File: config.mk
export PLATFORM = sky130hd
export DESIGN_NAME = dac_code_select
export DESIGN_NICKNAME = d
export VERILOG_FILES = /design/src/rtl/dac_sel_pkg.sv /design/src/rtl/dac_sig_sync.sv /design/src/rtl/dac_ser_shift.sv /design/src/rtl/dac_code_select.sv
export SDC_FILE = /design/constraint.sdc
export NUM_CORES = 1
export LEC_CHECK = 0
export ABC_CLOCK_PERIOD_IN_PS = 1300
export BUFFER_PORTS_ARGS = -buffer_cell sky130_fd_sc_hd__buf_4
export CORE_ASPECT_RATIO = 1.25
export CORE_MARGIN = 1.5
export CORE_UTILIZATION = 50
export CTS_BUF_LIST = sky130_fd_sc_hd__clkbuf_8
export CTS_CLUSTER_DIAMETER = 120
export DETAILED_ROUTE_END_ITERATION = 10
export GPL_TIMING_DRIVEN = 1
export HOLD_SLACK_MARGIN = 0.02
export PLACE_DENSITY = 0.76
export SYNTH_ARGS = -nofsm -noshare
export SYNTH_HDL_FRONTEND = slang
export SYNTH_SLANG_ARGS = --single-unit
File: constraint.sdc
create_clock -name clk -period 1.3 [get_ports clk]
set_input_delay 0.26 -clock clk [delete_from_list [all_inputs] [get_ports clk]]
set_output_delay 0.26 -clock clk [all_outputs]
set_load 0.01 [all_outputs]
File: src/rtl/dac_sel_pkg.sv
package dac_sel_pkg;

  typedef enum logic [1:0] {
    MODE_STORED = 2'd0,
    MODE_PAR    = 2'd1,
    MODE_DIRECT = 2'd2,
    MODE_SPI    = 2'd3
  } dac_mode_e;

  // priority: SPI pin, then pass-through bit, then parallel pin
  function automatic dac_mode_e decode_mode(input logic spi_en,
                                            input logic pass,
                                            input logic par);
    if (spi_en)    return MODE_SPI;
    else if (pass) return MODE_DIRECT;
    else if (par)  return MODE_PAR;
    else           return MODE_STORED;
  endfunction

  // output enable for the serial data pin
  function automatic logic sdo_enable(input dac_mode_e mode,
                                      input logic cs_high,
                                      input logic off);
    case (mode)
      MODE_PAR: return 1'b0;
      MODE_SPI: return !cs_high && !off;
      default:  return !off;
    endcase
  endfunction

endpackage

File: src/rtl/dac_sig_sync.sv
module dac_sig_sync #(
  parameter int            W       = 1,
  parameter int            STAGES  = 2,
  parameter logic [W-1:0]  RST_VAL = '0
) (
  input  logic         clk,
  input  logic         rst_n,
  input  logic [W-1:0] d_i,
  output logic [W-1:0] q_o
);
  logic [STAGES-1:0][W-1:0] chain_q;

  generate
    if (STAGES == 1) begin : g_single
      always_ff @(posedge clk or negedge rst_n) begin
        if (!rst_n) chain_q <= RST_VAL;
        else        chain_q <= d_i;
      end
    end else begin : g_chain
      always_ff @(posedge clk or negedge rst_n) begin
        if (!rst_n) chain_q <= {STAGES{RST_VAL}};
        else        chain_q <= {chain_q[STAGES-2:0], d_i};
      end
    end
  endgenerate

  assign q_o = chain_q[STAGES-1];
endmodule

File: src/rtl/dac_ser_shift.sv
module dac_ser_shift #(
  parameter int W = 8
) (
  input  logic         clk,
  input  logic         rst_n,
  input  logic         shift_i,
  input  logic         bit_i,
  output logic [W-1:0] sr_o
);
  always_ff @(posedge clk or negedge rst_n) begin
    if (!rst_n)       sr_o <= '0;
    else if (shift_i) sr_o <= {sr_o[W-2:0], bit_i};
  end
endmodule

File: src/rtl/dac_code_select.sv
module dac_code_select
  import dac_sel_pkg::*;
#(
  parameter int CODE_W      = 8,
  parameter int SYNC_STAGES = 2
) (
  input  logic              clk,
  input  logic              rst_n,
  input  logic              spi_en_i,
  input  logic              mode_par_i,
  input  logic              cfg_pass_i,
  input  logic              cfg_sdo_off_i,
  input  logic              cs_i,
  input  logic              sclk_i,
  input  logic              sdi_i,
  input  logic [CODE_W-1:0] par_data_i,
  input  logic              upd_i,
  input  logic [CODE_W-1:0] stored_code_i,
  output logic [CODE_W-1:0] dac_code_o,
  output logic              sdo_o,
  output logic              sdo_oe_o
);
  localparam logic [CODE_W-1:0] MID_CODE = CODE_W'(1) << (CODE_W - 1);
  localparam int CTL_W = 3;

  logic [CTL_W-1:0]  ctl_s;
  logic [CODE_W-1:0] par_s;
  logic              cs_s, sclk_s, sdi_s;
  logic              cs_prev_q, sclk_prev_q;
  logic              cs_rise, sclk_rise;
  dac_mode_e         mode_q;
  logic              shift_en, par_load, ser_load_spi, ser_load_dir;
  logic [CODE_W-1:0] sr_q, par_q, ser_q;

  // synchronizers: control pins idle with chip-select high
  dac_sig_sync #(.W(CTL_W), .STAGES(SYNC_STAGES), .RST_VAL(3'b100)) u_ctl_sync (
    .clk(clk), .rst_n(rst_n), .d_i({cs_i, sclk_i, sdi_i}), .q_o(ctl_s)
  );
  dac_sig_sync #(.W(CODE_W), .STAGES(SYNC_STAGES), .RST_VAL('0)) u_bus_sync (
    .clk(clk), .rst_n(rst_n), .d_i(par_data_i), .q_o(par_s)
  );

  assign cs_s   = ctl_s[2];
  assign sclk_s = ctl_s[1];
  assign sdi_s  = ctl_s[0];

  always_ff @(posedge clk or negedge rst_n) begin
    if (!rst_n) begin
      cs_prev_q   <= 1'b1;
      sclk_prev_q <= 1'b0;
      mode_q      <= MODE_STORED;
    end else begin
      cs_prev_q   <= cs_s;
      sclk_prev_q <= sclk_s;
      mode_q      <= decode_mode(spi_en_i, cfg_pass_i, mode_par_i);
    end
  end

  // named internal events
  assign cs_rise      = cs_s && !cs_prev_q;
  assign sclk_rise    = sclk_s && !sclk_prev_q;
  assign shift_en     = sclk_rise && (mode_q != MODE_PAR) &&
                        !((mode_q == MODE_SPI) && cs_s);
  assign par_load     = cs_rise && (mode_q == MODE_PAR);
  assign ser_load_spi = cs_rise && (mode_q == MODE_SPI);
  assign ser_load_dir = upd_i && (mode_q == MODE_DIRECT);

  dac_ser_shift #(.W(CODE_W)) u_shift (
    .clk(clk), .rst_n(rst_n), .shift_i(shift_en), .bit_i(sdi_s), .sr_o(sr_q)
  );

  always_ff @(posedge clk or negedge rst_n) begin
    if (!rst_n) begin
      par_q <= MID_CODE;
      ser_q <= MID_CODE;
    end else begin
      if (par_load)                     par_q <= par_s;
      if (ser_load_spi || ser_load_dir) ser_q <= sr_q;
    end
  end

  always_comb begin
    case (mode_q)
      MODE_PAR:    dac_code_o = par_q;
      MODE_STORED: dac_code_o = stored_code_i;
      default:     dac_code_o = ser_q;
    endcase
  end

  assign sdo_o    = sr_q[CODE_W-1];
  assign sdo_oe_o = sdo_enable(mode_q, cs_s, cfg_sdo_off_i);

endmodule

==> summary.txt, run 1 <==
Timing
  – Worst Skew: 10.76 ps
  – Minimum clock period: 1574 ps
  – Worst slew pin tran: 589.7 ps
  – Final setup margin: -274.0 ps
  – Max-slew violation count: 0
  – Final Hold Vio Count: 0
  – Highest clock rate: 635.3 MHz
  – RSZ-0062 raised after global routing: true
  – Slew Limit Headroom: 60.69%
  – Period utilisation layout: 121.1%
  – Final Setup Violations: 33

Worst hold path
  – Worst hold path class: in -> reg

Place
  – Routability Congestion: 0.7544
  – Placed Area: 2172 µm²
  – Port bufs: 35
  – Dpl ws: -121.9 ps
  – Hpwl dp: 2.096 mm

Critical path
  – Worst path max stage delay: 370 ps
  – Startpoint types: register
  – Setup crit end kind: output port
  – CP Cell Sequence: buf_6 -> mux2i_2 -> o21ai_1 -> buf_4
  – Setup CP Type: reg -> out
  – CP required: 1040 ps
  – Crit-path slowest cell: dfrtp_1
  – Worst EP arrival: 1310 ps
  – Crit Path Max Fanout: 8

Logic synthesis
  – YS warnings: 0
  – Number of synthesized register bits: 50
  – Mapped Nets: 139
  – Cell count after synthesis: 113
  – Sequential share of the synthesized area: 69.69%
  – Mapped Area: 1804 µm²
  – Count of different cell masters after synthesis: 20
  – Synthesized area per cell: 15.97 µm²

Clocking
  – TritonCTS Sinks: 50
  – CTS root buf: clkbuf_8
  – Register clock-pin slew on the reported worst setup and hold paths: 90 ps
  – Worst-Skew Late Latency: 300 ps
  – CTS Buf Count: 5
  – CTS tree: done
  – CTS max path bufs: 2
  – H-tree Lvls: 2

Layout
  – Final layout net count: 191
  – Final instance area: 2484 µm²
  – Ant. Diodes: 0
  – Share of layout cells above drive strength 1: 56.63%
  – Fill count: 219
  – Area growth syn-to-layout: 37.66%

Run
  – Max Cap Viol: 0

GRT
  – First-pass GRT wire length: 5.637 mm
  – GRT overflow: 0
  – Gr usage total: 19.33%
  – Vias in the first global route: 1190
  – Initial antenna violation count: 0
  – Pin count of the biggest net entering global routing: 51

Die
  – Placeable Area: 3483 µm²
  – Die area: 3980 µm²
  – Die extent in x: 56.73 µm
  – Total I/O pin count: 36
  – Starting Density: 51.80%
  – Die height: 70.16 µm
  – Cell row count: 24

Pwr
  – Reg power frac: 49.8%
  – Sw Ratio: 25.03%
  – Gate power share: 23.8%
  – Clock power frac: 26.4%
  – Internal power: 3.203 mW
  – Peak supply drop: 1127 µV
  – Leakage power: 1.207 nW
  – Power density over cell area: 1720 nW/µm²
  – Sw power: 1.069 mW

Detailed routing
  – Total wire length: 3.343 mm
  – Wire length per cell: 16.31 µm
  – Residual DRC: 0
  – Post-DR vias/cell: 5.176
  – Via count: 1061
  – DR iter-0 viols: 28
  – DRT antenna net count: 0
  – Pre-antenna DRT Iters: 2

Outcome
  – Outcome: complete, but fails checks
  – Violations in the final reports: negative setup slack
metrics by stage:
stage | total power, mW | utilization (%) | std cells | TNS (ps) | hold slack, ps
global placement | 2.895 | 62.36 | 189 | -1420 | 292.7
detailed placement | 2.945 | 62.36 | 189 | -2325 | 310.6
CTS | 4.246 | 70.65 | 205 | -5480 | 44.53
finish | 4.273 | 71.30 | 205 | -6259 | 53.91
global route | 4.495 | 71.30 | 205 | -8067 | 38.96
floorplan | 2.542 | - | 113 | -524.5 | -35.59
layout by cell type (no fill, tap or decap), drive strengths merged:
| cell type | count |
|---|---|
| clkbuf | 6 |
| nor4bb | 1 |
| dfrtp | 45 |
| dlygate4sd3 | 1 |
| nand3b | 1 |
| a21oi | 2 |
| dfstp | 5 |
| nand4b | 1 |
| inv | 2 |
| bufinv | 1 |
| nand2b | 2 |
| buf | 48 |
| mux2 | 24 |
| a21o | 1 |
| or2 | 1 |
| nand2 | 9 |
| o21ai | 8 |
| mux2i | 8 |
repair_timing:
item / CTS / global route
resized for setup: 28 / 6
pin swaps: 4 / 1
hold buffers: 1 / 0
setup endpoints to repair: 33 / 33
buffers inserted: 7 / 0
hold endpoints to repair: 45 / 0
cells in the mapped netlist (all sizes together):
cell type | number | share of area, %
buf | 3 | 1.3
nor4bb | 1 | 1.4
nand3b | 1 | 0.42
or2 | 1 | 0.35
o21ai | 8 | 2.2
mux2i | 8 | 4.4
nand2 | 9 | 2.0
a21o | 1 | 0.42
a21oi | 2 | 1.2
dfstp | 5 | 7.3
inv | 1 | 0.21
mux2 | 24 | 15
nand2b | 2 | 0.69
dfrtp | 45 | 62
nand4b | 1 | 0.49
clkbuf | 1 | 0.21
cell type report:
type / count / area (µm²) / share of cell area [%]
Clock buffer: 6 / 82.58 / 3.325
Timing Repair Buffer: 49 / 421.7 / 16.98
Multi-Input combinational cell: 58 / 629.4 / 25.34
Clock inverter: 2 / 38.79 / 1.562
Sequential cell: 50 / 1259 / 50.68
Inverter: 1 / 3.754 / 0.1511
Tap cell: 39 / 48.80 / 1.965
logic make-up (layout without fill, tap and decap cells):
| family | after synthesis | after routing | synth area share, % |
|---|---|---|---|
| AOI/OAI and AO/OA | 11 | 11 | 3.814 |
| buffers and inverters | 5 | 58 | 1.733 |
| DFF | 50 | 50 | 69.70 |
| muxes | 32 | 32 | 19.42 |
| and+or+nand+nor | 15 | 15 | 5.340 |
sequential cells by signal (all words and copies together), names as in the netlist:
name and flops:
u_bus_sync.chain_q 8, u_ctl_sync.q_o 3, cs_prev_q 1, mode_q 2, u_shift.sr_o 8, u_bus_sync.q_o 8
sclk_prev_q 1, ser_q 8, u_ctl_sync.chain_q 3, par_q 8
power by group through the flow:
stage | logic, mW | clock network (mW) | registers [mW]
after floorplan | 0.494 | 0 | 2.05
after CTS | 0.977 | 1.16 | 2.11
after detailed placement | 0.818 | 0 | 2.13
final | 1.02 | 1.13 | 2.13
after global placement | 0.782 | 0 | 2.11
after global routing | 1.10 | 1.22 | 2.17
critical path: cells and delay by family, from the launching register on:
kind	cells	cell delay, ps
flip-flops	1	370
buffers and inverters	2	320
multiplexers	1	240
AO/OA/AOI/OAI	1	90
per-layer routing:
| metal | wire [µm] | vias to the layer above | track usage, % |
|---|---|---|---|
| met5 | 0 | - | 0 |
| met4 | 55 | 0 | 6.977 |
| met3 | 171 | 5 | 4.630 |
| met2 | 1783 | 35 | 33.46 |
| met1 | 1332 | 531 | 23.36 |
| li1 | - | 490 | - |
final timing paths:
| path | end | depth (start not counted) | slack [ps] | startpoint |
|---|---|---|---|---|
| min in group asynchronous | par_q[1]$_DFFE_PN0P_ | 2 | 500 | rst_n |
| setup / recovery | dac_code_o[2] | 4 | -270 | mode_q[0]$_DFF_PN0_ |
| hold reg to reg | u_bus_sync.q_o[0]$_DFF_PN0_ | 0 | 350 | u_bus_sync.chain_q[0]$_DFF_PN0_ |
| max in group asynchronous | mode_q[1]$_DFF_PN0_ | 2 | 360 | rst_n |
| setup reg to reg | par_q[0]$_DFFE_PN0P_ | 4 | -250 | u_ctl_sync.q_o[2]$_DFF_PN1_ |
| hold / removal | u_ctl_sync.chain_q[2]$_DFF_PN1_ | 1 | 50 | cs_i |
Note: power is estimated with default switching activity, not from simulation.
==> inputs of run 2 (changes only) <==
--- a/config.mk
+++ b/config.mk
@@ -16,6 +16,7 @@
 export GPL_TIMING_DRIVEN = 1
 export HOLD_SLACK_MARGIN = 0.02
 export PLACE_DENSITY = 0.76
+export RECOVER_POWER = 100
 export SYNTH_ARGS = -nofsm -noshare
 export SYNTH_HDL_FRONTEND = slang
 export SYNTH_SLANG_ARGS = --single-unit
==> summary.txt, run 2 (synthesis results as in run 1) <==
Outcome
  – Outcome: complete, but fails checks (unchanged)
  – Violations in the final reports: negative setup slack (unchanged)

Pwr
  – Power density over cell area: 1719 nW/µm² (was 1720 nW/µm²)
  – Sw power: 1.070 mW (was 1.069 mW)
  – Sw Ratio: 25.10% (was 25.03%)
  – Internal power: 3.192 mW (was 3.203 mW)
  – Final Power: 4.262 mW (was 4.273 mW)
  – Leakage power: 1.201 nW (was 1.207 nW)
  – Reg power frac: 49.9% (was 49.8%)
  – Clock power frac: 26.5% (was 26.4%)
  – Gate power share: 23.6% (was 23.8%)
  – Peak supply drop: 1129 µV (was 1127 µV)

GRT
  – Initial antenna violation count: 0 (unchanged)
  – GRT overflow: 0 (unchanged)
  – Vias in the first global route: 1190 (unchanged)
  – First-pass GRT wire length: 5.637 mm (unchanged)
  – Gr usage total: 19.33% (unchanged)
  – Pin count of the biggest net entering global routing: 51 (unchanged)

Timing
  – Final setup margin: -270.3 ps (was -274.0 ps)
  – Worst slew pin tran: 635.1 ps (was 589.7 ps)
  – Slew Limit Headroom: 57.66% (was 60.69%)
  – RSZ-0062 raised after global routing: true (unchanged)
  – Highest clock rate: 636.8 MHz (was 635.3 MHz)
  – Period utilisation layout: 120.8% (was 121.1%)
  – Final Setup Violations: 33 (unchanged)
  – Final Hold Vio Count: 0 (unchanged)
  – Max-slew violation count: 0 (unchanged)
  – Worst Skew: 11.11 ps (was 10.76 ps)
  – Minimum clock period: 1570 ps (was 1574 ps)

Run
  – Max Cap Viol: 0 (unchanged)

Clocking
  – Register clock-pin slew on the reported worst setup and hold paths: 90 ps (about the same)
  – H-tree Lvls: 2 (unchanged)
  – CTS max path bufs: 2 (unchanged)
  – TritonCTS Sinks: 50 (unchanged)
  – CTS Buf Count: 5 (unchanged)
  – CTS tree: done (unchanged)
  – Worst-Skew Late Latency: 300 ps (about the same)
  – CTS root buf: clkbuf_8 (unchanged)

Critical path
  – Crit-path slowest cell: dfrtp_1 (unchanged)
  – Setup CP Type: reg -> out (unchanged)
  – Setup crit end kind: output port (unchanged)
  – CP Cell Sequence: buf_6 -> mux2i_2 -> o21ai_1 -> buf_4 (unchanged)
  – Worst EP arrival: 1310 ps (about the same)
  – Worst path max stage delay: 370 ps (about the same)
  – Crit Path Max Fanout: 8 (unchanged)
  – CP required: 1040 ps (about the same)
  – Startpoint types: register (unchanged)

Layout
  – Commonest cells after routing, fill and taps aside: dfrtp_1 (44), buf_4 (25), mux2_4 (24) (was dfrtp_1 (44), buf_4 (39), mux2_4 (24))
  – Fill count: 218 (was 219)
  – Final Util: 71.19% (was 71.30%)
  – Ant. Diodes: 0 (unchanged)
  – Final instance area: 2480 µm² (was 2484 µm²)
  – Area growth syn-to-layout: 37.45% (was 37.66%)
  – Share of layout cells above drive strength 1: 56.02% (was 56.63%)
  – Multi-input gate area: 629.4 µm² (unchanged)
  – Register area: 1259 µm² (unchanged)
  – Final layout net count: 191 (unchanged)
  – Commonest non-fill, non-tap cell in the layout: dfrtp_1 (unchanged)

Detailed routing
  – Met1 WL: 1.332 mm (unchanged)
  – Highest metal used: met4 (unchanged)
  – Total wire length: 3.349 mm (was 3.343 mm)
  – Pre-antenna DRT Iters: 2 (unchanged)
  – Wire length on met3: 172 µm (was 171 µm)
  – Residual DRC: 0 (unchanged)
  – DR iter-0 viols: 48 (was 28)
  – DRT antenna net count: 0 (unchanged)
  – Met2 WL post-DR: 1.789 mm (was 1.783 mm)
  – Post-DR vias/cell: 5.161 (was 5.176)
  – Wire length per cell: 16.34 µm (was 16.31 µm)
  – Via count: 1058 (was 1061)

Place
  – Hpwl dp: 2.096 mm (unchanged)
  – Placed Area: 2172 µm² (unchanged)
  – Port bufs: 35 (unchanged)
  – Routability Congestion: 0.7544 (unchanged)
  – Dpl ws: -121.9 ps (unchanged)

Die
  – Die area: 3980 µm² (unchanged)
  – Total I/O pin count: 36 (unchanged)
  – Starting Density: 51.80% (unchanged)
  – Die height: 70.16 µm (unchanged)
  – Die extent in x: 56.73 µm (unchanged)
  – Cell row count: 24 (unchanged)
  – Placeable Area: 3483 µm² (unchanged)

Worst hold path
  – Worst hold path class: in -> reg (unchanged)
run 2: cell count changes in the layout (fill, tap and decap cells not counted), sizes merged:
cell    delta
buf       -14
clkbuf    +14
run 2: worst max-delay path, delay by kind of cell (launching register included):
kind / cells / cell delay, ps
muxes: 1 / 230
DFF: 1 / 370
AOI/OAI and AO/OA: 1 / 90
buffers and inverters: 2 / 320
run 2: power groups by stage:
| stage | Sequential, mW | Combinational [mW] | Clock [mW] |
|---|---|---|---|
| floorplan | 2.05 | 0.494 | 0 |
| global placement | 2.11 | 0.782 | 0 |
| detailed placement | 2.13 | 0.818 | 0 |
| CTS | 2.11 | 0.977 | 1.16 |
| global route | 2.17 | 1.09 | 1.22 |
| finish | 2.13 | 1.00 | 1.13 |
run 2: routing by layer:
layer	global-route usage [%]	vias up
met5	0	-
met4	6.977	0
met3	4.630	5
met2	33.46	35
met1	23.36	528
li1	-	490
run 2: layout make-up:
| class | instances | share of cell area [%] |
|---|---|---|
| Sequential cell | 50 | 50.76 |
| Clock inverter | 2 | 1.564 |
| Clock buffer | 6 | 3.330 |
| Tap cell | 39 | 1.968 |
| Inverter | 1 | 0.1514 |
| Multi-Input combinational cell | 58 | 25.38 |
| Timing Repair Buffer | 49 | 16.85 |
run 2: repair_timing:
item	4_1_cts	5_1_grt
setup endpoints to repair	33	33
endpoints found under the hold margin	45	0
buffers inserted	7	0
resized for setup	28	6
pin swaps	4	1
hold buffers	1	0
run 2: final timing paths:
| check | slack, ps | end | cells after the start | start |
|---|---|---|---|---|
| hold / removal | 60 | u_ctl_sync.chain_q[2]$_DFF_PN1_ | 1 | cs_i |
| max in group asynchronous | 290 | mode_q[1]$_DFF_PN0_ | 2 | rst_n |
| setup reg to reg | -260 | par_q[0]$_DFFE_PN0P_ | 4 | u_ctl_sync.q_o[2]$_DFF_PN1_ |
| setup / recovery | -270 | dac_code_o[2] | 4 | mode_q[0]$_DFF_PN0_ |
| hold reg to reg | 350 | u_bus_sync.q_o[0]$_DFF_PN0_ | 0 | u_bus_sync.chain_q[0]$_DFF_PN0_ |
| min in group asynchronous | 540 | par_q[1]$_DFFE_PN0P_ | 2 | rst_n |
run 2: stage by stage:
| step | setup TNS [ps] | std cells | hold slack, ps |
|---|---|---|---|
| after floorplan | -524.5 | 113 | -35.59 |
| after CTS | -5480 | 205 | 44.53 |
| after detailed placement | -2325 | 189 | 310.6 |
| after global placement | -1420 | 189 | 292.7 |
| after global routing | -8067 | 205 | 41.47 |
| final | -6287 | 205 | 55.06 |
==> inputs of run 3 (changes only) <==
--- a/config.mk
+++ b/config.mk
@@ -5,18 +5,19 @@
 export SDC_FILE = /design/constraint.sdc
 export NUM_CORES = 1
 export LEC_CHECK = 0
-export ABC_CLOCK_PERIOD_IN_PS = 1300
+export ABC_CLOCK_PERIOD_IN_PS = 1600
 export BUFFER_PORTS_ARGS = -buffer_cell sky130_fd_sc_hd__buf_4
 export CORE_ASPECT_RATIO = 1.25
 export CORE_MARGIN = 1.5
-export CORE_UTILIZATION = 50
+export CORE_UTILIZATION = 56
 export CTS_BUF_LIST = sky130_fd_sc_hd__clkbuf_8
 export CTS_CLUSTER_DIAMETER = 120
 export DETAILED_ROUTE_END_ITERATION = 10
 export GPL_TIMING_DRIVEN = 1
 export HOLD_SLACK_MARGIN = 0.02
-export PLACE_DENSITY = 0.76
+export PLACE_DENSITY = 0.81
 export RECOVER_POWER = 100
+export SETUP_SLACK_MARGIN = 0.5
 export SYNTH_ARGS = -nofsm -noshare
 export SYNTH_HDL_FRONTEND = slang
 export SYNTH_SLANG_ARGS = --single-unit
==> constraint.sdc (replaced) <==
create_clock -name clk -period 1.6 [get_ports clk]
set_input_delay 0.32 -clock clk [delete_from_list [all_inputs] [get_ports clk]]
set_output_delay 0.32 -clock clk [all_outputs]
set_load 0.01 [all_outputs]
==> summary.txt, run 3 (synthesis results as in run 1) <==
Die
  – Cell row count: 22 (was 24)
  – Total I/O pin count: 36 (unchanged)
  – Placeable Area: 3000 µm² (was 3483 µm²)
  – Die extent in x: 53.77 µm (was 56.73 µm)
  – Die area: 3574 µm² (was 3980 µm²)
  – Die height: 66.46 µm (was 70.16 µm)
  – Starting Density: 60.13% (was 51.80%)

Pwr
  – Clock power frac: 21.1% (was 26.5%)
  – Sw power: 0.8654 mW (was 1.070 mW)
  – Reg power frac: 53.1% (was 49.9%)
  – Sw Ratio: 26.41% (was 25.10%)
  – Power density over cell area: 1371 nW/µm² (was 1719 nW/µm²)
  – Gate power share: 25.7% (was 23.6%)
  – Internal power: 2.411 mW (was 3.192 mW)
  – Peak supply drop: 1140 µV (was 1129 µV)
  – Leakage power: 1.162 nW (was 1.201 nW)

Timing
  – Final Hold Vio Count: 0 (unchanged)
  – Hold Slack: 132.9 ps (was 55.06 ps)
  – Setup TNS: -298.3 ps (was -6287 ps)
  – Period utilisation layout: 104.7%
  – Final Setup Violations: 14 (was 33)
  – RSZ-0062 raised after global routing: true (unchanged)
  – Worst slew pin tran: 1151 ps (was 635.1 ps)
  – Worst Skew: 5.563 ps (was 11.11 ps)
  – Highest clock rate: 597.1 MHz
  – Minimum clock period: 1675 ps
  – Final setup margin: -74.76 ps (was -270.3 ps)
  – Max-slew violation count: 0 (unchanged)
  – Slew Limit Headroom: 23.27% (was 57.66%)

Clocking
  – H-tree Lvls: 2 (unchanged)
  – CTS Buf Count: 5 (unchanged)
  – CTS tree: done (unchanged)
  – Post-CTS Hold Fix Bufs: 0 (was 1)
  – Worst-Skew Late Latency: 290 ps (was 300 ps)
  – CTS root buf: clkbuf_8 (unchanged)
  – Register clock-pin slew on the reported worst setup and hold paths: 80 ps (was 90 ps)
  – CTS max path bufs: 2 (unchanged)
  – TritonCTS Sinks: 50 (unchanged)

Critical path
  – Worst EP arrival: 1350 ps (was 1310 ps)
  – Worst path max stage delay: 400 ps (was 370 ps)
  – Crit Path Max Fanout: 8 (unchanged)
  – Crit-path slowest cell: dfrtp_1 (unchanged)
  – CP required: 1280 ps (was 1040 ps)
  – Setup crit end kind: output port (unchanged)
  – Setup CP Type: reg -> out (unchanged)
  – CP Cell Sequence: buf_6 -> mux2i_4 -> o21ai_2 -> buf_4 (was buf_6 -> mux2i_2 -> o21ai_1 -> buf_4)
  – Startpoint types: register (unchanged)

Run
  – Max Cap Viol: 0 (unchanged)

Layout
  – Commonest cells after routing, fill and taps aside: dfrtp_1 (44), buf_4 (27), mux2_4 (23) (was dfrtp_1 (44), buf_4 (25), mux2_4 (24))
  – Commonest non-fill, non-tap cell in the layout: dfrtp_1 (unchanged)
  – Register area: 1259 µm² (unchanged)
  – Share of layout cells above drive strength 1: 55.56% (was 56.02%)
  – Area growth syn-to-layout: 32.45% (was 37.45%)
  – Ant. Diodes: 0 (unchanged)
  – Final layout net count: 189 (was 191)
  – Fill count: 168 (was 218)
  – Multi-input gate area: 638.1 µm² (was 629.4 µm²)

Detailed routing
  – Wire length per cell: 18.09 µm (was 16.34 µm)
  – Post-DR vias/cell: 5.409 (was 5.161)
  – Total wire length: 3.581 mm (was 3.349 mm)
  – Residual DRC: 0 (unchanged)
  – Via count: 1071 (was 1058)
  – DRT antenna net count: 0 (unchanged)
  – DR iter-0 viols: 23 (was 48)
  – Pre-antenna DRT Iters: 4 (was 2)

Place
  – Routability Congestion: 0.7799 (was 0.7544)
  – Port bufs: 35 (unchanged)
  – Hpwl dp: 2.246 mm (was 2.096 mm)

GRT
  – Pin count of the biggest net entering global routing: 51 (unchanged)
  – Initial antenna violation count: 0 (unchanged)
  – Vias in the first global route: 1154 (was 1190)
  – GRT overflow: 0 (unchanged)
  – First-pass GRT wire length: 5.471 mm (was 5.637 mm)
  – Gr usage total: 23.41% (was 19.33%)

Outcome
  – Outcome: complete, but fails checks (unchanged)
  – Violations in the final reports: negative setup slack (unchanged)

Worst hold path
  – Worst hold path class: in -> reg (unchanged)
## run 3: cell count changes in the layout (fill, tap and decap cells not counted), sizes merged
cell and change:
inv -1, bufinv -1, clkbuf +2, dlygate4sd3 -1, buf -3
## run 3: timing repair
| action | in CTS | in global routing |
|---|---|---|
| setup endpoints to repair | 34 | 34 |
| resized for setup | 15 | 5 |
| endpoints found under the hold margin | 0 | 0 |
| buffers inserted | 5 | 3 |
| pin swaps | 2 | 1 |
## run 3: metal layers
metal	wire [µm]	part of all wire [%]	vias to the layer above	track usage, %
met5	0	0	-	0
met4	82	2.3	0	9.936
met3	211	5.9	6	7.623
met2	1903	53	41	38.41
met1	1384	39	537	27.66
li1	-	-	487	-
## run 3: worst paths after layout
| kind | slack [ps] | depth (start not counted) | to | start |
|---|---|---|---|---|
| max in group asynchronous | 590 | 1 | mode_q[1]$_DFF_PN0_ | rst_n |
| worst min register to register | 350 | 0 | u_bus_sync.q_o[1]$_DFF_PN0_ | u_bus_sync.chain_q[1]$_DFF_PN0_ |
| worst max-delay path | -70 | 4 | dac_code_o[1] | mode_q[0]$_DFF_PN0_ |
| min in group asynchronous | 240 | 1 | ser_q[4]$_DFFE_PN0P_ | rst_n |
| worst max register to register | -20 | 6 | ser_q[3]$_DFFE_PN0P_ | mode_q[0]$_DFF_PN0_ |
| worst min-delay path | 130 | 1 | u_ctl_sync.chain_q[2]$_DFF_PN1_ | cs_i |
## run 3: power groups by stage
| stage | registers (mW) | clock network [mW] | logic (mW) |
|---|---|---|---|
| floorplan | 1.68 | 0 | 0.517 |
| global placement | 1.73 | 0 | 0.740 |
| detailed placement | 1.76 | 0 | 0.779 |
| CTS | 1.73 | 0.709 | 0.839 |
| global route | 1.77 | 0.766 | 0.913 |
| finish | 1.74 | 0.693 | 0.843 |
## run 3: stage by stage
step | total power [mW] | worst slack (ps) | utilization [%] | cells | area (µm²)
2_1_floorplan | 2.196 | 233.4 | - | 113 | 1906
3_3_place_gp | 2.472 | 212.6 | 73.52 | 184 | 2206
3_5_place_dp | 2.535 | 158.4 | 73.52 | 184 | 2206
4_1_cts | 3.279 | -61.81 | 79.11 | 195 | 2374
5_1_grt | 3.451 | -115.7 | 79.65 | 198 | 2390
6_report | 3.277 | -74.76 | 79.65 | 198 | 2390
## run 3: layout make-up
type / count / area share, %
Clock buffer: 6 / 3.456
Inverter: 1 / 0.1571
Multi-Input combinational cell: 58 / 26.70
Timing Repair Buffer: 47 / 15.13
Tap cell: 36 / 1.885
Sequential cell: 50 / 52.67
## run 3: critical path, delay by kind of cell, from the launching register on
family                 cells  cell delay (ps)
DFF                        1              400
buffers and inverters      2              310
muxes                      1              190
AOI/OAI and AO/OA          1              160
